--- src/rtl/vlc_pack_pkg.sv ---
package vlc_pack_pkg;
  typedef struct packed {
    logic advance;   // field accepted this cycle
    logic wrap;      // a whole word completes
    logic flushNow;  // partial word leaves on flush port
    logic clear;     // pointer returns to word start
  } pack_ctl_t;
endpackage

--- src/rtl/vlc_pack_ctrl.sv ---
module vlc_pack_ctrl
  import vlc_pack_pkg::*;
#(
  parameter int WORD_W = 32,
  localparam int LEN_W  = $clog2(WORD_W) + 1,
  localparam int BYTE_W = $clog2(WORD_W / 8)
) (
  input  logic              clk,
  input  logic              rstN,
  input  logic              inValid,
  input  logic [LEN_W-1:0]  inLen,
  input  logic              inFlush,
  input  logic              stall,
  output logic [LEN_W-1:0]  fill,
  output logic [LEN_W-1:0]  rem,
  output pack_ctl_t         ctl,
  output logic              wordValid,
  output logic              flushValid,
  output logic [BYTE_W-1:0] flushLastByte
);
  logic [LEN_W:0]   total;
  logic [LEN_W:0]   remWide;
  logic [LEN_W-1:0] remMinus1;
  logic             wrap;
  logic             fire;

  always_comb begin
    fire      = inValid && !stall;
    total     = {1'b0, fill} + {1'b0, inLen};
    wrap      = total >= (LEN_W + 1)'(WORD_W);
    remWide   = wrap ? total - (LEN_W + 1)'(WORD_W) : total;
    rem       = remWide[LEN_W-1:0];
    remMinus1 = rem - 1'b1;
    ctl.advance  = fire;
    ctl.wrap     = fire && wrap;
    ctl.flushNow = fire && inFlush && (rem != '0);
    ctl.clear    = fire && inFlush;
  end

  always_ff @(posedge clk) begin
    if (!rstN) begin
      fill          <= '0;
      wordValid     <= 1'b0;
      flushValid    <= 1'b0;
      flushLastByte <= '0;
    end else if (!stall) begin
      wordValid  <= ctl.wrap;
      flushValid <= ctl.flushNow;
      if (ctl.flushNow) flushLastByte <= remMinus1[3 +: BYTE_W];
      if (ctl.advance)  fill <= ctl.clear ? '0 : rem;
    end
  end
endmodule

--- src/rtl/vlc_pack_data.sv ---
module vlc_pack_data
  import vlc_pack_pkg::*;
#(
  parameter int WORD_W = 32,
  localparam int LEN_W = $clog2(WORD_W) + 1,
  localparam int DW    = 2 * WORD_W,
  localparam int SH_W  = $clog2(DW) + 1
) (
  input  logic              clk,
  input  logic              rstN,
  input  logic              stall,
  input  logic [WORD_W-1:0] inBits,
  input  logic [LEN_W-1:0]  inLen,
  input  logic [LEN_W-1:0]  fill,
  input  logic [LEN_W-1:0]  rem,
  input  pack_ctl_t         ctl,
  output logic [WORD_W-1:0] wordOut,
  output logic [WORD_W-1:0] flushOut
);
  logic [WORD_W-1:0] acc;
  logic [WORD_W-1:0] fieldMask;
  logic [DW-1:0]     fieldWide;
  logic [SH_W-1:0]   shamt;
  logic [DW-1:0]     joined;
  logic [WORD_W-1:0] nextAcc;
  logic [WORD_W-1:0] padMask;

  always_comb begin
    fieldMask = (inLen >= LEN_W'(WORD_W)) ? {WORD_W{1'b1}}
                                          : ~({WORD_W{1'b1}} << inLen);
    fieldWide = {{WORD_W{1'b0}}, inBits & fieldMask};
    shamt     = SH_W'(DW) - SH_W'(fill) - SH_W'(inLen);
    joined    = {acc, {WORD_W{1'b0}}} | (fieldWide << shamt);
    nextAcc   = ctl.wrap ? joined[WORD_W-1:0] : joined[DW-1:WORD_W];
    padMask   = {WORD_W{1'b1}} >> rem;
  end

  always_ff @(posedge clk) begin
    if (!rstN) begin
      acc      <= '0;
      wordOut  <= '0;
      flushOut <= '0;
    end else if (!stall) begin
      if (ctl.wrap)     wordOut  <= joined[DW-1:WORD_W];
      if (ctl.flushNow) flushOut <= nextAcc | padMask;
      if (ctl.advance)  acc      <= ctl.clear ? '0 : nextAcc;
    end
  end
endmodule

--- src/rtl/vlc_bit_packer.sv ---
module vlc_bit_packer
  import vlc_pack_pkg::*;
#(
  parameter int WORD_W = 32,
  localparam int LEN_W  = $clog2(WORD_W) + 1,
  localparam int BYTE_W = $clog2(WORD_W / 8)
) (
  input  logic              clk,
  input  logic              rstN,
  input  logic              inValid,
  input  logic [WORD_W-1:0] inBits,
  input  logic [LEN_W-1:0]  inLen,
  input  logic              inFlush,
  input  logic              stall,
  output logic [WORD_W-1:0] wordOut,
  output logic              wordValid,
  output logic [WORD_W-1:0] flushOut,
  output logic              flushValid,
  output logic [BYTE_W-1:0] flushLastByte
);
  pack_ctl_t        ctl;
  logic [LEN_W-1:0] fill;
  logic [LEN_W-1:0] rem;

  vlc_pack_ctrl #(.WORD_W(WORD_W)) ctrl_i (
    .clk(clk), .rstN(rstN), .inValid(inValid), .inLen(inLen),
    .inFlush(inFlush), .stall(stall), .fill(fill), .rem(rem), .ctl(ctl),
    .wordValid(wordValid), .flushValid(flushValid),
    .flushLastByte(flushLastByte)
  );

  vlc_pack_data #(.WORD_W(WORD_W)) data_i (
    .clk(clk), .rstN(rstN), .stall(stall), .inBits(inBits), .inLen(inLen),
    .fill(fill), .rem(rem), .ctl(ctl), .wordOut(wordOut), .flushOut(flushOut)
  );
endmodule

--- config.mk ---
export PLATFORM = sky130hd
export DESIGN_NAME = vlc_bit_packer
export DESIGN_NICKNAME = d
export VERILOG_FILES = /design/src/rtl/vlc_pack_pkg.sv /design/src/rtl/vlc_pack_ctrl.sv /design/src/rtl/vlc_pack_data.sv /design/src/rtl/vlc_bit_packer.sv
export SDC_FILE = /design/constraint.sdc
export NUM_CORES = 1
export LEC_CHECK = 0
export ABC_AREA = 1
export BUFFER_PORTS_ARGS = -buffer_cell sky130_fd_sc_hd__buf_2
export CAP_MARGIN = 20
export CELL_PAD_IN_SITES_DETAIL_PLACEMENT = 1
export CELL_PAD_IN_SITES_GLOBAL_PLACEMENT = 1
export CORE_UTILIZATION = 40
export CTS_CLUSTER_DIAMETER = 100
export CTS_CLUSTER_SIZE = 10
export DETAILED_ROUTE_END_ITERATION = 7
export HOLD_SLACK_MARGIN = 0.12
export PLACE_DENSITY_LB_ADDON = 0.1
export SLEW_MARGIN = 10
export SYNTH_ARGS = -nofsm -noshare
export SYNTH_HDL_FRONTEND = slang
export SYNTH_HIERARCHICAL = 1
export SYNTH_SLANG_ARGS = --single-unit
--- constraint.sdc ---
create_clock -name clk -period 4.34 [get_ports clk]
set_input_delay 0.868 -clock clk [delete_from_list [all_inputs] [get_ports clk]]
set_output_delay 0.868 -clock clk [all_outputs]
set_load 0.02 [all_outputs]
==> results summary <==
The flow ran to the end, and the final reports show no timing, DRC or antenna violations. Relative to the synthesized area, the layout overhead comes to 14.5%. The global-route wire length before repair is 55,300 um. The post-synthesis cell area came out at 8420 sq um. The clock tree synthesis step divided the H-tree into 3 levels. The post-synthesis cell type count is 32.

The flip-flop and latch count after synthesis is 106. The via count of the first global-routing pass was 10,100. The die width is 147 um. The routed design has 35,200 um of wire.

STA classifies the critical path startpoint as an input pin. The number of failing setup endpoints in the final timing report came out at 0. The number of cells upsized or downsized after cts is 0. The maximum clock rate is 268 MHz.

The detailed placement HPWL came out at 28,300 um. The routability congestion estimate from global placement came out at 0.949. Of all cell types, the one taking the most synthesized area is sky130_fd_sc_hd__dfxtp_1. The number of max-slew violations in the final report was 0. The maximum net fanout on the critical path is 14. The number of sinks driven by the clock tree is 106.

The number of instances in the synthesized netlist came out at 1,490. The post-layout total power is 3800 uW. The master cell of the clock root buffer is sky130_fd_sc_hd__clkbuf_16. The number of hold buffers added after cts came out at 0.

The critical path is of the input pin to flop type. The placed cell area came out at 9360 sq um. The worst ir drop on vdd is 0.201 mV. Setup repair after global routing left no endpoint under its margin. The initial antenna violation count was 1. Of the post-synthesis cell area, the dominant cell type holds 25.2%. The final cycle utilization of the critical path is 85.9%.

At the worst endpoint, the required time is 4590 ps. Across the run, the number of max-cap violations was 0. The worst setup path is captured at a flop.

The yosys synthesis warning count is 6. The maximum root-to-sink buffer count came out at 2. The maximum number of pins on one net before global-route repair is 65. The worst hold path belongs to the class flop to flop. The count of input and output buffers came out at 110. For this run, the detailed router's first-pass iteration total came to 5. TritonCTS built the clock tree.

The fraction of layout cells with a size suffix above 1 came out at 12.4%. The number of hold violations in the final report is 0. The number of top-level pins came out at 111. The worst clock skew came out at 13.2 ps. The number of standard-cell rows in the floorplan came out at 52. The transition time at the pin with the least slew margin is 815 ps.

After the first detailed-routing iteration, the DRC count stood at 713. The number of buffers added for setup after CTS is 0. The total non-filler cell area in the finished layout came out at 9640 sq um. The clock transition at the registers of the reported paths is 80 ps. The standard cell core area is 20,400 sq um. In the post-synthesis netlist, the biggest area contributors are sky130_fd_sc_hd__dfxtp_1, sky130_fd_sc_hd__nand3_1, sky130_fd_sc_hd__nand2_1. Dividing the detail-routed wire length by the instance count gives 19.0 um. The effective utilization at floorplan is 41.2%. The number of nets still failing antenna checks after routing came out at 0. The die outline area came out at 21,600 sq um. The vias per cell came out at 5.53. The final period demand of the worst path came out at 3730 ps. The floorplan step set the die height to 147 um. Buffers inserted during clock tree synthesis total 9. The leakage component of the power came out at 0.00508 uW.

The vias after detailed routing came out at 10,200. The number of DRC violations after detailed routing came out at 0. In this run the tightest slew margin relative to its limit is 45.6%. The final cell utilization of the core is 47.2%. Summed over all layers, the global routing overflow is 0. The areal power density over the cells is 394 nW/um^2.

The clock latency on the worst-skew pair is 360 ps. The critical path arrival came out at 3980 ps. Setup total negative slack on the finished layout was measured at 0 ps.

Dividing the synthesized area by the synthesized cell count gives 5.65 sq um. Summing the sequential cell areas from Yosys gives 25.2% of the chip area. At the end of the flow, the number of nets in the layout was 1,637.

The post-synth net total came out at 1,552. Global routing used 33.2% of the available tracks.
==> cells in the mapped netlist (all sizes together) <==
cell    instances
o21bai          2
nor2          115
o21a            1
a21boi          2
clkinv          5
xor2            2
and2            1
a31oi           2
a21oi          84
o21ai          96
nand3         363
inv           201
xnor2           1
dfxtp         106
clkbuf         46
ha             17
fa              2
nand3b          2
o41ai           1
buf            31
nand4          26
nand2         383
o31ai           1
==> worst max-delay path, stage by stage <==
cell and delay (ps):
sky130_fd_sc_hd__buf_2 160, sky130_fd_sc_hd__inv_1 120, sky130_fd_sc_hd__ha_1 220, sky130_fd_sc_hd__ha_1 240, sky130_fd_sc_hd__fa_1 500, sky130_fd_sc_hd__a21oi_1 160
sky130_fd_sc_hd__o21bai_1 110, sky130_fd_sc_hd__xnor2_1 380, sky130_fd_sc_hd__nor2_1 180, sky130_fd_sc_hd__inv_1 100, sky130_fd_sc_hd__buf_4 200, sky130_fd_sc_hd__o21ai_0 150
sky130_fd_sc_hd__nand2_1 100, sky130_fd_sc_hd__nand2_1 70, sky130_fd_sc_hd__nand2_1 60, sky130_fd_sc_hd__nand2_1 90, sky130_fd_sc_hd__o21ai_0 200, sky130_fd_sc_hd__inv_1 60
==> where the power goes <==
group / switching, uW / leakage, uW / internal (uW)
clock network: 387 / 0.000138 / 410
registers: 23.5 / 0.000860 / 1010
logic: 1410 / 0.00408 / 565
total: 1820 / 0.00508 / 1990
==> kinds of logic (layout without fill, tap and decap cells) <==
logic type | after synthesis | after routing | share of synthesized area, %
and+or+nand+nor | 890 | 890 | 46.8
buffers and inverters | 283 | 373 | 12.9
AOI/OAI and AO/OA | 189 | 189 | 11.5
DFF | 106 | 106 | 25.2
adders and majority gates | 19 | 19 | 3.00
xor gates and xnor gates | 3 | 3 | 0.624
other | 0 | 1 | 0
==> placed cells by master (no fill, tap or decap), types with 4 or more instances in the layout <==
| cell type | instances |
|---|---|
| sky130_fd_sc_hd__clkbuf_16 | 9 |
| sky130_fd_sc_hd__nand3_2 | 6 |
| sky130_fd_sc_hd__nor2_1 | 107 |
| sky130_fd_sc_hd__inv_1 | 197 |
| sky130_fd_sc_hd__buf_2 | 110 |
| sky130_fd_sc_hd__nand4_1 | 26 |
| sky130_fd_sc_hd__nor2_2 | 7 |
| sky130_fd_sc_hd__nand2_1 | 374 |
| sky130_fd_sc_hd__dfxtp_1 | 106 |
| sky130_fd_sc_hd__a21oi_1 | 84 |
| sky130_fd_sc_hd__buf_12 | 4 |
| sky130_fd_sc_hd__clkinv_1 | 4 |
| sky130_fd_sc_hd__buf_4 | 37 |
| sky130_fd_sc_hd__o21ai_0 | 90 |
| sky130_fd_sc_hd__nand2_2 | 9 |
| sky130_fd_sc_hd__inv_2 | 5 |
| sky130_fd_sc_hd__o21ai_1 | 6 |
| sky130_fd_sc_hd__nand3_1 | 357 |
| sky130_fd_sc_hd__ha_1 | 17 |
==> flip-flops by register name, summed over array words and instances (netlist names) <==
register / flops
ctrl_i/fill: 6
data_i/flushOut: 32
ctrl_i/wordValid: 1
ctrl_i/flushLastByte: 2
data_i/acc: 32
data_i/wordOut: 32
ctrl_i/flushValid: 1
==> final cells by class <==
class	count	area [sq um]
clock inverter	5	37.5
fill	2971	10800
timing repair buffer	151	908
inverter	206	773
multi-input combinational	1101	5220
sequential	106	2120
antenna	1	2.50
tap	270	338
clock buffer	11	243
==> stage by stage <==
step           worst slack [ps]  cells  hold WS, ps
3_3_place_gp                356   1834          442
5_1_grt                     320   1850          485
3_5_place_dp                258   1834          441
4_1_cts                     622   1850          458
6_report                    613   1851          455
2_1_floorplan               972   1490          440
==> final timing paths <==
| kind | slack (ps) | end | depth (start not counted) | start |
|---|---|---|---|---|
| setup / recovery | 610 | data_i/flushOut[28]$_SDFFE_PN0P_ | 18 | inLen[0] |
| hold / removal | 450 | ctrl_i/flushLastByte[1]$_SDFFE_PN0P_ | 2 | ctrl_i/flushLastByte[1]$_SDFFE_PN0P_ |
| setup reg to reg | 940 | data_i/flushOut[28]$_SDFFE_PN0P_ | 17 | ctrl_i/fill[1]$_SDFFE_PN0P_ |
| hold reg to reg | 450 | ctrl_i/flushLastByte[1]$_SDFFE_PN0P_ | 2 | ctrl_i/flushLastByte[1]$_SDFFE_PN0P_ |
==> layer usage <==
metal / track usage (%) / wire length [um]
met5: 0 / 0
met3: 5.06 / 1940
met4: 9.95 / 869
met2: 54.1 / 16100
met1: 45.2 / 16300
No activity file was read; power rests on OpenSTA's default activity.
